$ cat src/rtl/svm_pkg.sv
package svm_pkg;

    localparam int NUM_BANKS = 3;

    typedef enum logic [1:0] {
        WK_IDLE   = 2'd0,
        WK_TRACE  = 2'd1,
        WK_DECODE = 2'd2
    } walk_e;

endpackage

$ cat src/rtl/svm_banks.sv
module svm_banks #(
    parameter int NS    = 4,
    parameter int STEPS = 15,
    parameter int CW    = 4
) (
    input  logic          clk,
    input  logic          wr_en,
    input  logic [1:0]    wr_bank,
    input  logic [CW-1:0] wr_col,
    input  logic [NS-1:0] wr_vec,
    input  logic [1:0]    rd_bank,
    input  logic [CW-1:0] rd_col,
    output logic [NS-1:0] rd_vec
);
    import svm_pkg::*;

    logic [NS-1:0] bank_rd [NUM_BANKS];

    // one column store per bank; each column is the decision vector of one step
    for (genvar b = 0; b < NUM_BANKS; b++) begin : g_bank
        logic [NS-1:0] cols [STEPS];

        always_ff @(posedge clk) begin
            if (wr_en && (wr_bank == 2'(b))) begin
                cols[wr_col] <= wr_vec;
            end
        end

        assign bank_rd[b] = cols[rd_col];
    end

    always_comb begin
        unique case (rd_bank)
            2'd0:    rd_vec = bank_rd[0];
            2'd1:    rd_vec = bank_rd[1];
            default: rd_vec = bank_rd[2];
        endcase
    end

endmodule

$ cat src/rtl/svm_walker.sv
module svm_walker #(
    parameter int M     = 2,
    parameter int STEPS = 15,
    parameter int CW    = 4
) (
    input  logic                clk,
    input  logic                rst_n,
    input  logic                start,
    input  logic                dec_en,
    input  logic [M-1:0]        start_state,
    input  logic [(1<<M)-1:0]   rd_vec,
    output logic [CW-1:0]       rd_col,
    output logic                rd_trace,
    output logic                push,
    output logic                push_bit,
    output svm_pkg::walk_e      walk_st
);
    import svm_pkg::*;

    localparam logic [CW-1:0] LAST_COL = CW'(STEPS - 1);

    walk_e         st_q;
    logic [CW-1:0] col_q;
    logic [M-1:0]  cur_q;
    logic          dec_en_q;
    logic [M:0]    ext;
    logic [M-1:0]  prev_s;

    // predecessor: shift the state up, the stored decision enters at bit 0
    assign ext    = {cur_q, rd_vec[cur_q]};
    assign prev_s = ext[M-1:0];

    always_ff @(posedge clk) begin
        if (!rst_n) begin
            st_q     <= WK_IDLE;
            col_q    <= '0;
            cur_q    <= '0;
            dec_en_q <= 1'b0;
        end else begin
            unique case (st_q)
                WK_IDLE: begin
                    if (start) begin
                        st_q     <= WK_TRACE;
                        col_q    <= LAST_COL;
                        cur_q    <= start_state;
                        dec_en_q <= dec_en;
                    end
                end
                WK_TRACE: begin
                    cur_q <= prev_s;
                    if (col_q == '0) begin
                        if (dec_en_q) begin
                            st_q  <= WK_DECODE;
                            col_q <= LAST_COL;
                        end else begin
                            st_q <= WK_IDLE;
                        end
                    end else begin
                        col_q <= col_q - CW'(1);
                    end
                end
                WK_DECODE: begin
                    if (start) begin
                        st_q     <= WK_TRACE;
                        col_q    <= LAST_COL;
                        cur_q    <= start_state;
                        dec_en_q <= dec_en;
                    end else begin
                        cur_q <= prev_s;
                        if (col_q == '0) begin
                            st_q <= WK_IDLE;
                        end else begin
                            col_q <= col_q - CW'(1);
                        end
                    end
                end
                default: st_q <= WK_IDLE;
            endcase
        end
    end

    always_comb begin
        rd_col   = col_q;
        rd_trace = (st_q == WK_TRACE);
        push     = (st_q == WK_DECODE);
        push_bit = cur_q[M-1];
        walk_st  = st_q;
    end

endmodule

$ cat src/rtl/svm_lifo.sv
module svm_lifo #(
    parameter int STEPS = 15,
    parameter int PW    = 4
) (
    input  logic clk,
    input  logic rst_n,
    input  logic push,
    input  logic push_bit,
    input  logic pop,
    input  logic swap,
    output logic pop_bit
);
    logic [STEPS-1:0] stk [2];
    logic             side_q;
    logic             pop_side;
    logic [PW-1:0]    wr_ptr;
    logic [PW-1:0]    rd_ptr;
    logic [PW-1:0]    rd_idx;

    assign pop_side = ~side_q;
    assign rd_idx   = rd_ptr - PW'(1);

    always_ff @(posedge clk) begin
        if (push && (wr_ptr < PW'(STEPS))) begin
            stk[side_q][wr_ptr] <= push_bit;
        end
    end

    always_ff @(posedge clk) begin
        if (!rst_n) begin
            side_q <= 1'b0;
            wr_ptr <= '0;
            rd_ptr <= '0;
        end else if (swap) begin
            side_q <= ~side_q;
            rd_ptr <= wr_ptr + PW'(push);
            wr_ptr <= '0;
        end else begin
            if (push) begin
                wr_ptr <= wr_ptr + PW'(1);
            end
            if (pop && (rd_ptr != '0)) begin
                rd_ptr <= rd_idx;
            end
        end
    end

    assign pop_bit = (rd_ptr != '0) ? stk[pop_side][rd_idx] : 1'b0;

endmodule

$ cat src/rtl/trellis_survivor_mem.sv
module trellis_survivor_mem #(
    parameter int K       = 3,
    parameter int TB_MULT = 5
) (
    input  logic                 clk,
    input  logic                 rst_n,
    input  logic                 dec_valid,
    input  logic [(1<<(K-1))-1:0] dec_vec,
    input  logic [K-2:0]         best_state,
    output logic                 bit_valid,
    output logic                 bit_out
);
    import svm_pkg::*;

    localparam int M     = K - 1;
    localparam int NS    = 1 << M;
    localparam int STEPS = TB_MULT * K;
    localparam int CW    = $clog2(STEPS);
    localparam int PW    = $clog2(STEPS + 1);
    localparam logic [CW-1:0] LAST_COL = CW'(STEPS - 1);

    logic [CW-1:0] wcol_q;
    logic [1:0]    wr_b, tr_b, dc_b;
    logic [1:0]    rot_cnt;
    logic          wrap;
    logic          pop;
    logic          bit_q, bv_q;

    logic [CW-1:0] rd_col;
    logic          rd_trace;
    logic [1:0]    rd_bank;
    logic [NS-1:0] rd_vec;
    logic          push, push_bit, pop_bit;
    walk_e         walk_st;

    assign wrap    = dec_valid && (wcol_q == LAST_COL);
    assign pop     = dec_valid && (rot_cnt == 2'd3);
    assign rd_bank = rd_trace ? tr_b : dc_b;

    // column pointer, bank roles and warm-up count
    always_ff @(posedge clk) begin
        if (!rst_n) begin
            wcol_q  <= '0;
            wr_b    <= 2'd0;
            tr_b    <= 2'd1;
            dc_b    <= 2'd2;
            rot_cnt <= 2'd0;
        end else if (dec_valid) begin
            if (wrap) begin
                wcol_q <= '0;
                tr_b   <= wr_b;
                dc_b   <= tr_b;
                wr_b   <= dc_b;
                if (rot_cnt != 2'd3) begin
                    rot_cnt <= rot_cnt + 2'd1;
                end
            end else begin
                wcol_q <= wcol_q + CW'(1);
            end
        end
    end

    always_ff @(posedge clk) begin
        if (!rst_n) begin
            bv_q  <= 1'b0;
            bit_q <= 1'b0;
        end else begin
            bv_q <= pop;
            if (pop) begin
                bit_q <= pop_bit;
            end
        end
    end

    assign bit_valid = bv_q;
    assign bit_out   = bit_q;

    svm_banks #(.NS(NS), .STEPS(STEPS), .CW(CW)) u_banks (
        .clk     (clk),
        .wr_en   (dec_valid),
        .wr_bank (wr_b),
        .wr_col  (wcol_q),
        .wr_vec  (dec_vec),
        .rd_bank (rd_bank),
        .rd_col  (rd_col),
        .rd_vec  (rd_vec)
    );

    svm_walker #(.M(M), .STEPS(STEPS), .CW(CW)) u_walker (
        .clk         (clk),
        .rst_n       (rst_n),
        .start       (wrap),
        .dec_en      (rot_cnt != 2'd0),
        .start_state (best_state),
        .rd_vec      (rd_vec),
        .rd_col      (rd_col),
        .rd_trace    (rd_trace),
        .push        (push),
        .push_bit    (push_bit),
        .walk_st     (walk_st)
    );

    svm_lifo #(.STEPS(STEPS), .PW(PW)) u_lifo (
        .clk      (clk),
        .rst_n    (rst_n),
        .push     (push),
        .push_bit (push_bit),
        .pop      (pop),
        .swap     (wrap),
        .pop_bit  (pop_bit)
    );

endmodule

$ cat config.mk
export PLATFORM = sky130hd
export DESIGN_NAME = trellis_survivor_mem
export DESIGN_NICKNAME = d
export VERILOG_FILES = /design/src/rtl/svm_pkg.sv /design/src/rtl/svm_banks.sv /design/src/rtl/svm_walker.sv /design/src/rtl/svm_lifo.sv /design/src/rtl/trellis_survivor_mem.sv
export SDC_FILE = /design/constraint.sdc
export NUM_CORES = 1
export LEC_CHECK = 0
export ABC_AREA = 1
export CORE_MARGIN = 8
export CORE_UTILIZATION = 45
export DETAILED_ROUTE_END_ITERATION = 7
export DONT_BUFFER_PORTS = 1
export PLACE_DENSITY = 0.68
export SLEW_MARGIN = 20
export SYNTH_ARGS = -nofsm -noshare
export SYNTH_HDL_FRONTEND = slang
export SYNTH_HIERARCHICAL = 1
export SYNTH_SLANG_ARGS = --single-unit
export TNS_END_PERCENT = 1
$ cat constraint.sdc
create_clock -name clk -period 2.04 [get_ports clk]
set_input_delay 0.204 -clock clk [delete_from_list [all_inputs] [get_ports clk]]
set_output_delay 0.204 -clock clk [all_outputs]
set_load 0.05 [all_outputs]
After elaboration in Yosys (flattened, before gate mapping) --
Memories as Yosys holds them, arrays and structs flattened. A register that Yosys moved wholly into a read port is not among the register bits. Index checks and enable logic that the tools add are counted.
Word-level totals: register bits after elaboration 32, memory bits (writable) 210, bits of input ports 9, word-level logic and storage cells 109, memories kept 4
Cells by class: add/sub/neg operators 6, order comparisons 5, equal/unequal tests 13, muxes and demuxes 41, bitwise gates (word level) 2, reductions and logical operators 24
Memories:
- u_banks.g_bank[0].cols | depth 15, width 4, rd ports 1, clocked after memory_dff 1, wr ports 1, RTL line svm_banks.sv:21 | logic [NS-1:0] cols [STEPS];
- u_banks.g_bank[1].cols | depth 15, width 4, rd ports 1, clocked after memory_dff 1, wr ports 1, RTL line svm_banks.sv:21
- u_banks.g_bank[2].cols | depth 15, width 4, rd ports 1, clocked after memory_dff 1, wr ports 1, RTL line svm_banks.sv:21
- u_lifo.stk | depth 2, width 15, rd ports 1, clocked after memory_dff 0, wr ports 1, RTL line svm_lifo.sv:13 | logic [STEPS-1:0] stk [2];
Operator list (count):
- $mux 4 | 14
- $mux 2 | 8
- $mux 15 | 1
- $pmux 2 s3 | 2
- $pmux 4 s3 | 1
- $mux 1 | 11
- $lt 4x5->1 const B | 2
- $add 4x1->4 const B | 2
- $logic_and 1x1->1 | 8
- $pmux 4 s2 | 1
- $sub 4x1->4 const B | 2
- $eq 2x1->1 const B | 3
- $eq 2x2->1 const B | 3
- $logic_not 2->1 | 3
- $ne 3x3->1 const B | 2
- $reduce_and 2->1 | 3
- $reduce_and 3->1 | 2
- $add 4x1->4 | 1
- $bmux 1 s4 | 1
- $demux 1 s4 | 1
- $eq 4x4->1 const B | 1
- $ge 4x1->1 const B | 1
- $logic_not 4->1 | 1
- $lt 4x4->1 const B | 1
- other kinds (12) | 16

Logic depth before layout (Yosys ltp) --
word-level depth 8, gate-level depth with buffers 14

Cells and area by module --
Netlist, hierarchy kept.
Modules (own cells, without submodules):
- svm_banks | instances 1, cells each 717, area an instance 7647.3 um^2, seq. area each 5405.2 um^2
- svm_lifo | instances 1, cells each 255, area an instance 2062.0 um^2, seq. area each 1081.0 um^2
- svm_walker | instances 1, cells each 100, area an instance 645.6 um^2, seq. area each 180.2 um^2
- trellis_survivor_mem | instances 1, cells each 86, area an instance 643.1 um^2, seq. area each 280.3 um^2

Least setup slack after synthesis --
No wires, ideal clock.
kind reg2reg, from register u_walker.st_q[1] (netlist: u_walker/walk_st[1]), to register u_walker.cur_q[0], setup time 0.119 ns, arrival 1.729 ns, required time 1.921 ns, path slack 0.191 ns, stages on the path, launching flop included 11, buffers on the path 0, clock period less this slack 1.849 ns, cell sequence dfxtp_1 -> inv_1 -> ha_1 -> o21ai_0 -> nor2_1 -> nand3_1 -> nand3_1 -> a21oi_1 -> o21ai_0 -> nand3_1 -> a21oi_1
Between the ends: longest elaborated chain between the ends 8, elaborated cells on any way between the ends 14, classes of those cells eq/ne (4); mux (6); reduce/logical (4)
Ends and longest elaborated chain:
- start: declaration | RTL line svm_walker.sv:22 | walk_e st_q;
- start signal: assignment | RTL line svm_walker.sv:35 | st_q <= WK_IDLE;
- start signal: assignment | RTL line svm_walker.sv:43 | st_q <= WK_TRACE;
- start signal: assignment | RTL line svm_walker.sv:53 | st_q <= WK_DECODE;
- $eq 2x1->1 (*) | RTL line svm_walker.sv:84 | rd_trace = (st_q == WK_TRACE);
- net rd_trace | RTL line trellis_survivor_mem.sv:30 | logic rd_trace;
- $mux 2 (*) | RTL line trellis_survivor_mem.sv:38 | assign rd_bank = rd_trace ? tr_b : dc_b;
- net rd_bank[1] | RTL line trellis_survivor_mem.sv:31 | logic [1:0] rd_bank;
- $eq 2x1->1 / $logic_not 2->1 (equally long branches) | RTL line svm_banks.sv:33 | unique case (rd_bank)
- $pmux 4 s2 (*) | RTL line svm_banks.sv:33
- net rd_vec[1] | RTL line trellis_survivor_mem.sv:32 | logic [NS-1:0] rd_vec;
- $bmux 1 s2 (*) | RTL line svm_walker.sv:30 | assign ext = {cur_q, rd_vec[cur_q]};
- $mux 1 (not written as such) (*) | RTL line svm_walker.sv:30
- $mux 2 | RTL line svm_walker.sv:63 | if (start) begin
- $pmux 2 s3 (*) | RTL line svm_walker.sv:40 | unique case (st_q)
- end signal: assignment | RTL line svm_walker.sv:45 | cur_q <= start_state;
- end signal: assignment | RTL line svm_walker.sv:66 | cur_q <= start_state;
- end signal: assignment | RTL line svm_walker.sv:69 | cur_q <= prev_s;
- end: declaration | RTL line svm_walker.sv:24 | logic [M-1:0] cur_q;
Mark *: on every way through the listed nets, which the timed path passes. The rest lies on a longest branch. The select of a mux whose other input is x is not followed. A chain may end at the register's enable or synchronous reset.

Worst setup path after layout --
from register u_walker.st_q[0] (netlist: u_walker/walk_st[0]), to register u_lifo.rd_ptr[2]
Between the ends: longest elaborated chain between the ends 3
Ends and longest elaborated chain:
- $eq 2x2->1 | RTL line svm_walker.sv:85 | push = (st_q == WK_DECODE);
- net push | RTL line trellis_survivor_mem.sv:33 | logic push, push_bit, pop_bit;
- $add 4x1->4 | RTL line svm_lifo.sv:36 | rd_ptr <= wr_ptr + PW'(push);
- $mux 4 | RTL line svm_lifo.sv:34 | end else if (swap) begin
- end signal: assignment | RTL line svm_lifo.sv:36
- end signal: assignment | RTL line svm_lifo.sv:43 | rd_ptr <= rd_idx;
- end: declaration | RTL line svm_lifo.sv:17 | logic [PW-1:0] rd_ptr;
The timed path passes the listed nets, and every way through them passes these cells.

==> summary.txt <==
STA
  – Actual slew at the worst max-slew pin: 0.8177 ns
  – Final hold vios: 0
  – Max_slew headroom: 45.30%
  – Final period demand of the worst path: 1.853 ns
  – Final setup fails: 0
  – FMAX: 539.7 MHz
  – Layout Skew: 0.02841 ns
  – Period utilization: 90.83%
  – Slew Viols, Final: 0

Synth
  – Synth cell count leaders: nand2_1, edfxtp_1, nand3_1, nor2_1, inv_1
  – Leading area contributor after synthesis: edfxtp_1
  – Synthesized instance count: 1158
  – Synth Cell Area: 11000 um2
  – Seq cells post-synth: 242
  – Yosys top cell area share: 57.34%
  – Cell variety after synth: 32
  – Yosys warns: 6
  – Largest cells by area after synthesis: edfxtp_1, nand2_1, nand3_1
  – EDFF count, synth: 210
  – Mapped Avg Cell Area: 9.497 um2
  – Syn_nets: 1183
  – Most frequent cell after synthesis: nand2_1
  – FFs w/ async S/R, synth: 0%
  – Main synth FF type: edfxtp_1
  – Seq/Total Area, Yosys: 63.16%

Worst setup path
  – Setup crit end kind: register
  – Max FO, Critical Path: 4
  – Most used cell along the critical path: ha_1
  – Crit-path slowest cell: dfxtp_1
  – CP max stage delay: 0.39 ns
  – CP cell instances: inv_1 -> ha_1 -> ha_1 -> ha_1 -> or2_2 -> nand3_1 -> o21ai_0 -> o21ai_0 -> a21oi_1
  – Critical Path RT: 2.44 ns
  – Crit path launch type: register
  – Setup CP Type: register to register
  – Critical path arrival: 2.26 ns

Finish
  – Design Area, Final: 12400 um2
  – Number of inserted diodes: 0
  – Area growth, synth to finish: 12.71%
  – Total Nets Final: 1200
  – Share of cells above drive strength 1: 7.789%
  – Final cell count without fillers: 1518

Global routing
  – Antenna violations before repair: 0
  – GRT overflow: 0
  – Total GRT Usage: 16.74%
  – First-pass GRT wire length: 39.30 mm
  – Largest net degree at the start of global routing: 77
  – Vias in the first global route: 7545

Placement
  – Dpl cell area: 11430 um2
  – Placed cells: 1461
  – Dpl hpwl: 15.35 mm
  – Global placement routability congestion: 0.8825
  – I/O Buffers: 0

Clocking
  – CTS clk-pin slew, worst paths: 0.06 ns
  – H-tree depth: 1
  – CTS tree: built
  – Max clock buf depth: 3
  – Setup bufs post-CTS: 0
  – Clock root cell: clkbuf_16
  – Clk sinks: 242
  – CTS buffer count: 26
  – Worst-Skew Late Latency: 0.54 ns

Floorplanning
  – Top Ports: 11
  – Die Width: 172.3 um
  – Initial core utilization: 45.49%
  – Chip height: 172.3 um
  – Core area: 24180 um2
  – Die area: 29700 um2
  – Rows: 57

Pwr
  – Peak VDD IR: 0.8587 mV
  – LEAKAGE: 0.004830 uW
  – Cell Pwr Density: 801.4 nW/um2

Run
  – Max Cap Violations: 0

Routing
  – Routed via count: 7804
  – WL/cell: 16.18 um
  – Detail Route Antenna Nets: 0
  – DRT Pass-1 Iters: 5
  – Top routing layer in use: met4
  – Routed WL: 24.56 mm
  – Routed wl met2: 11.83 mm
  – Detailed-route vias per instance: 5.141
  – Met1 Wirelength: 10.69 mm
  – Initial DRC Count: 685
  – Met3 Wirelength: 1.369 mm
  – Post-route DRC: 0

Outcome
  – Status: complete, no violations

Min path
  – Hold Path Class: primary input to register
-- logic make-up (layout without fill, tap and decap cells) --
logic type / count (synthesis) / count (layout) / share of synthesized area [%]
xor+xnor: 5 / 5 / 0.3983
simple gates: 659 / 659 / 25.11
buf+inv: 171 / 207 / 6.428
flops: 242 / 242 / 63.16
compound gates: 65 / 65 / 3.083
fa+ha+maj: 16 / 16 / 1.820
-- worst max-delay path: cells and delay by family (launching register included) --
family | cells | cell delay, ns
adders and majority gates | 3 | 0.67
and+or+nand+nor | 2 | 0.33
AOI/OAI and AO/OA | 3 | 0.28
buffers and inverters | 1 | 0.08
DFF | 1 | 0.39
-- final timing paths --
path,from,to,slack [ns],cells after the start
setup / recovery,u_walker/walk_st[0]$_SDFFE_PN0P_,u_lifo/rd_ptr[2]$_SDFFE_PN0P_,0.19,9
hold / removal,dec_vec[2],u_banks/g_bank[1].cols[5][2]$_DFFE_PP_,0.006,1
setup reg to reg,u_walker/walk_st[0]$_SDFFE_PN0P_,u_lifo/rd_ptr[2]$_SDFFE_PN0P_,0.19,9
hold reg to reg,u_lifo/rd_ptr[1]$_SDFFE_PN0P_,u_lifo/rd_ptr[1]$_SDFFE_PN0P_,0.47,2
-- metrics by stage --
step           setup slack, ns    TNS, ns  util [%]  total power, uW  hold WS (ns)
6_report                0.1871          0     51.27             9934      0.006154
5_1_grt              -0.005576  -0.005576     51.27            10210       0.01027
4_1_cts                 0.1303          0     51.08            10000       0.01470
3_5_place_dp            0.1544          0     47.30             5581        0.3068
3_3_place_gp            0.2085          0     47.30             5580        0.3064
2_1_floorplan           0.1911          0         -             5546        0.3029
-- routing by layer --
| metal | up-vias | track usage, % |
|---|---|---|
| li1 | 3865 | - |
| met1 | 3635 | 21.40 |
| met2 | 250 | 28.76 |
| met3 | 54 | 2.580 |
| met4 | 0 | 5.397 |
| met5 | - | 0 |
-- state kept, by name (all words and copies together), names as in the netlist --
register and count:
bit_valid 1, u_walker/cur_q 2, u_lifo/wr_ptr 4, tr_b 2, u_walker/walk_st 2, bit_out 1, u_banks/g_bank.cols 180, u_lifo/stk 30
u_lifo/side_q 1, u_walker/dec_en_q 1, dc_b 2, wcol_q 4, u_walker/rd_col 4, u_lifo/rd_ptr 4, rot_cnt 2, wr_b 2
-- cells in the final DEF (no fill, tap or decap), types with 7 or more instances in the layout --
cell / n
nor3_1: 16
nor2_1: 131
a21oi_1: 40
edfxtp_1: 210
buf_12: 10
dfxtp_1: 31
clkbuf_16: 27
o21ai_0: 15
inv_2: 7
ha_1: 15
nand2_1: 325
inv_1: 116
buf_4: 20
nand3_1: 169
-- power by group --
part	switching [uW]	total [uW]	internal [uW]
sequential	10.3	5390	5380
combinational	130	179	49.2
clock	1860	4370	2500
-- timing repair --
| item | in CTS | in global routing |
|---|---|---|
| hold buffers | 8 | 1 |
| setup endpoints to repair | 0 | 1 |
| resized for setup | 0 | 5 |
| endpoints found under the hold margin | 212 | 1 |
-- area by class of cell --
cell class / instances / area, um2
multi-input cells: 745 / 3356
flip-flops and latches: 242 / 6948
repair buffers: 36 / 425.4
clock buffers: 33 / 686.9
well taps: 324 / 405.4
fillers: 2142 / 11780
inverters: 124 / 466.7
clock inverters: 14 / 107.6
Note: power is estimated with default switching activity, not from simulation.
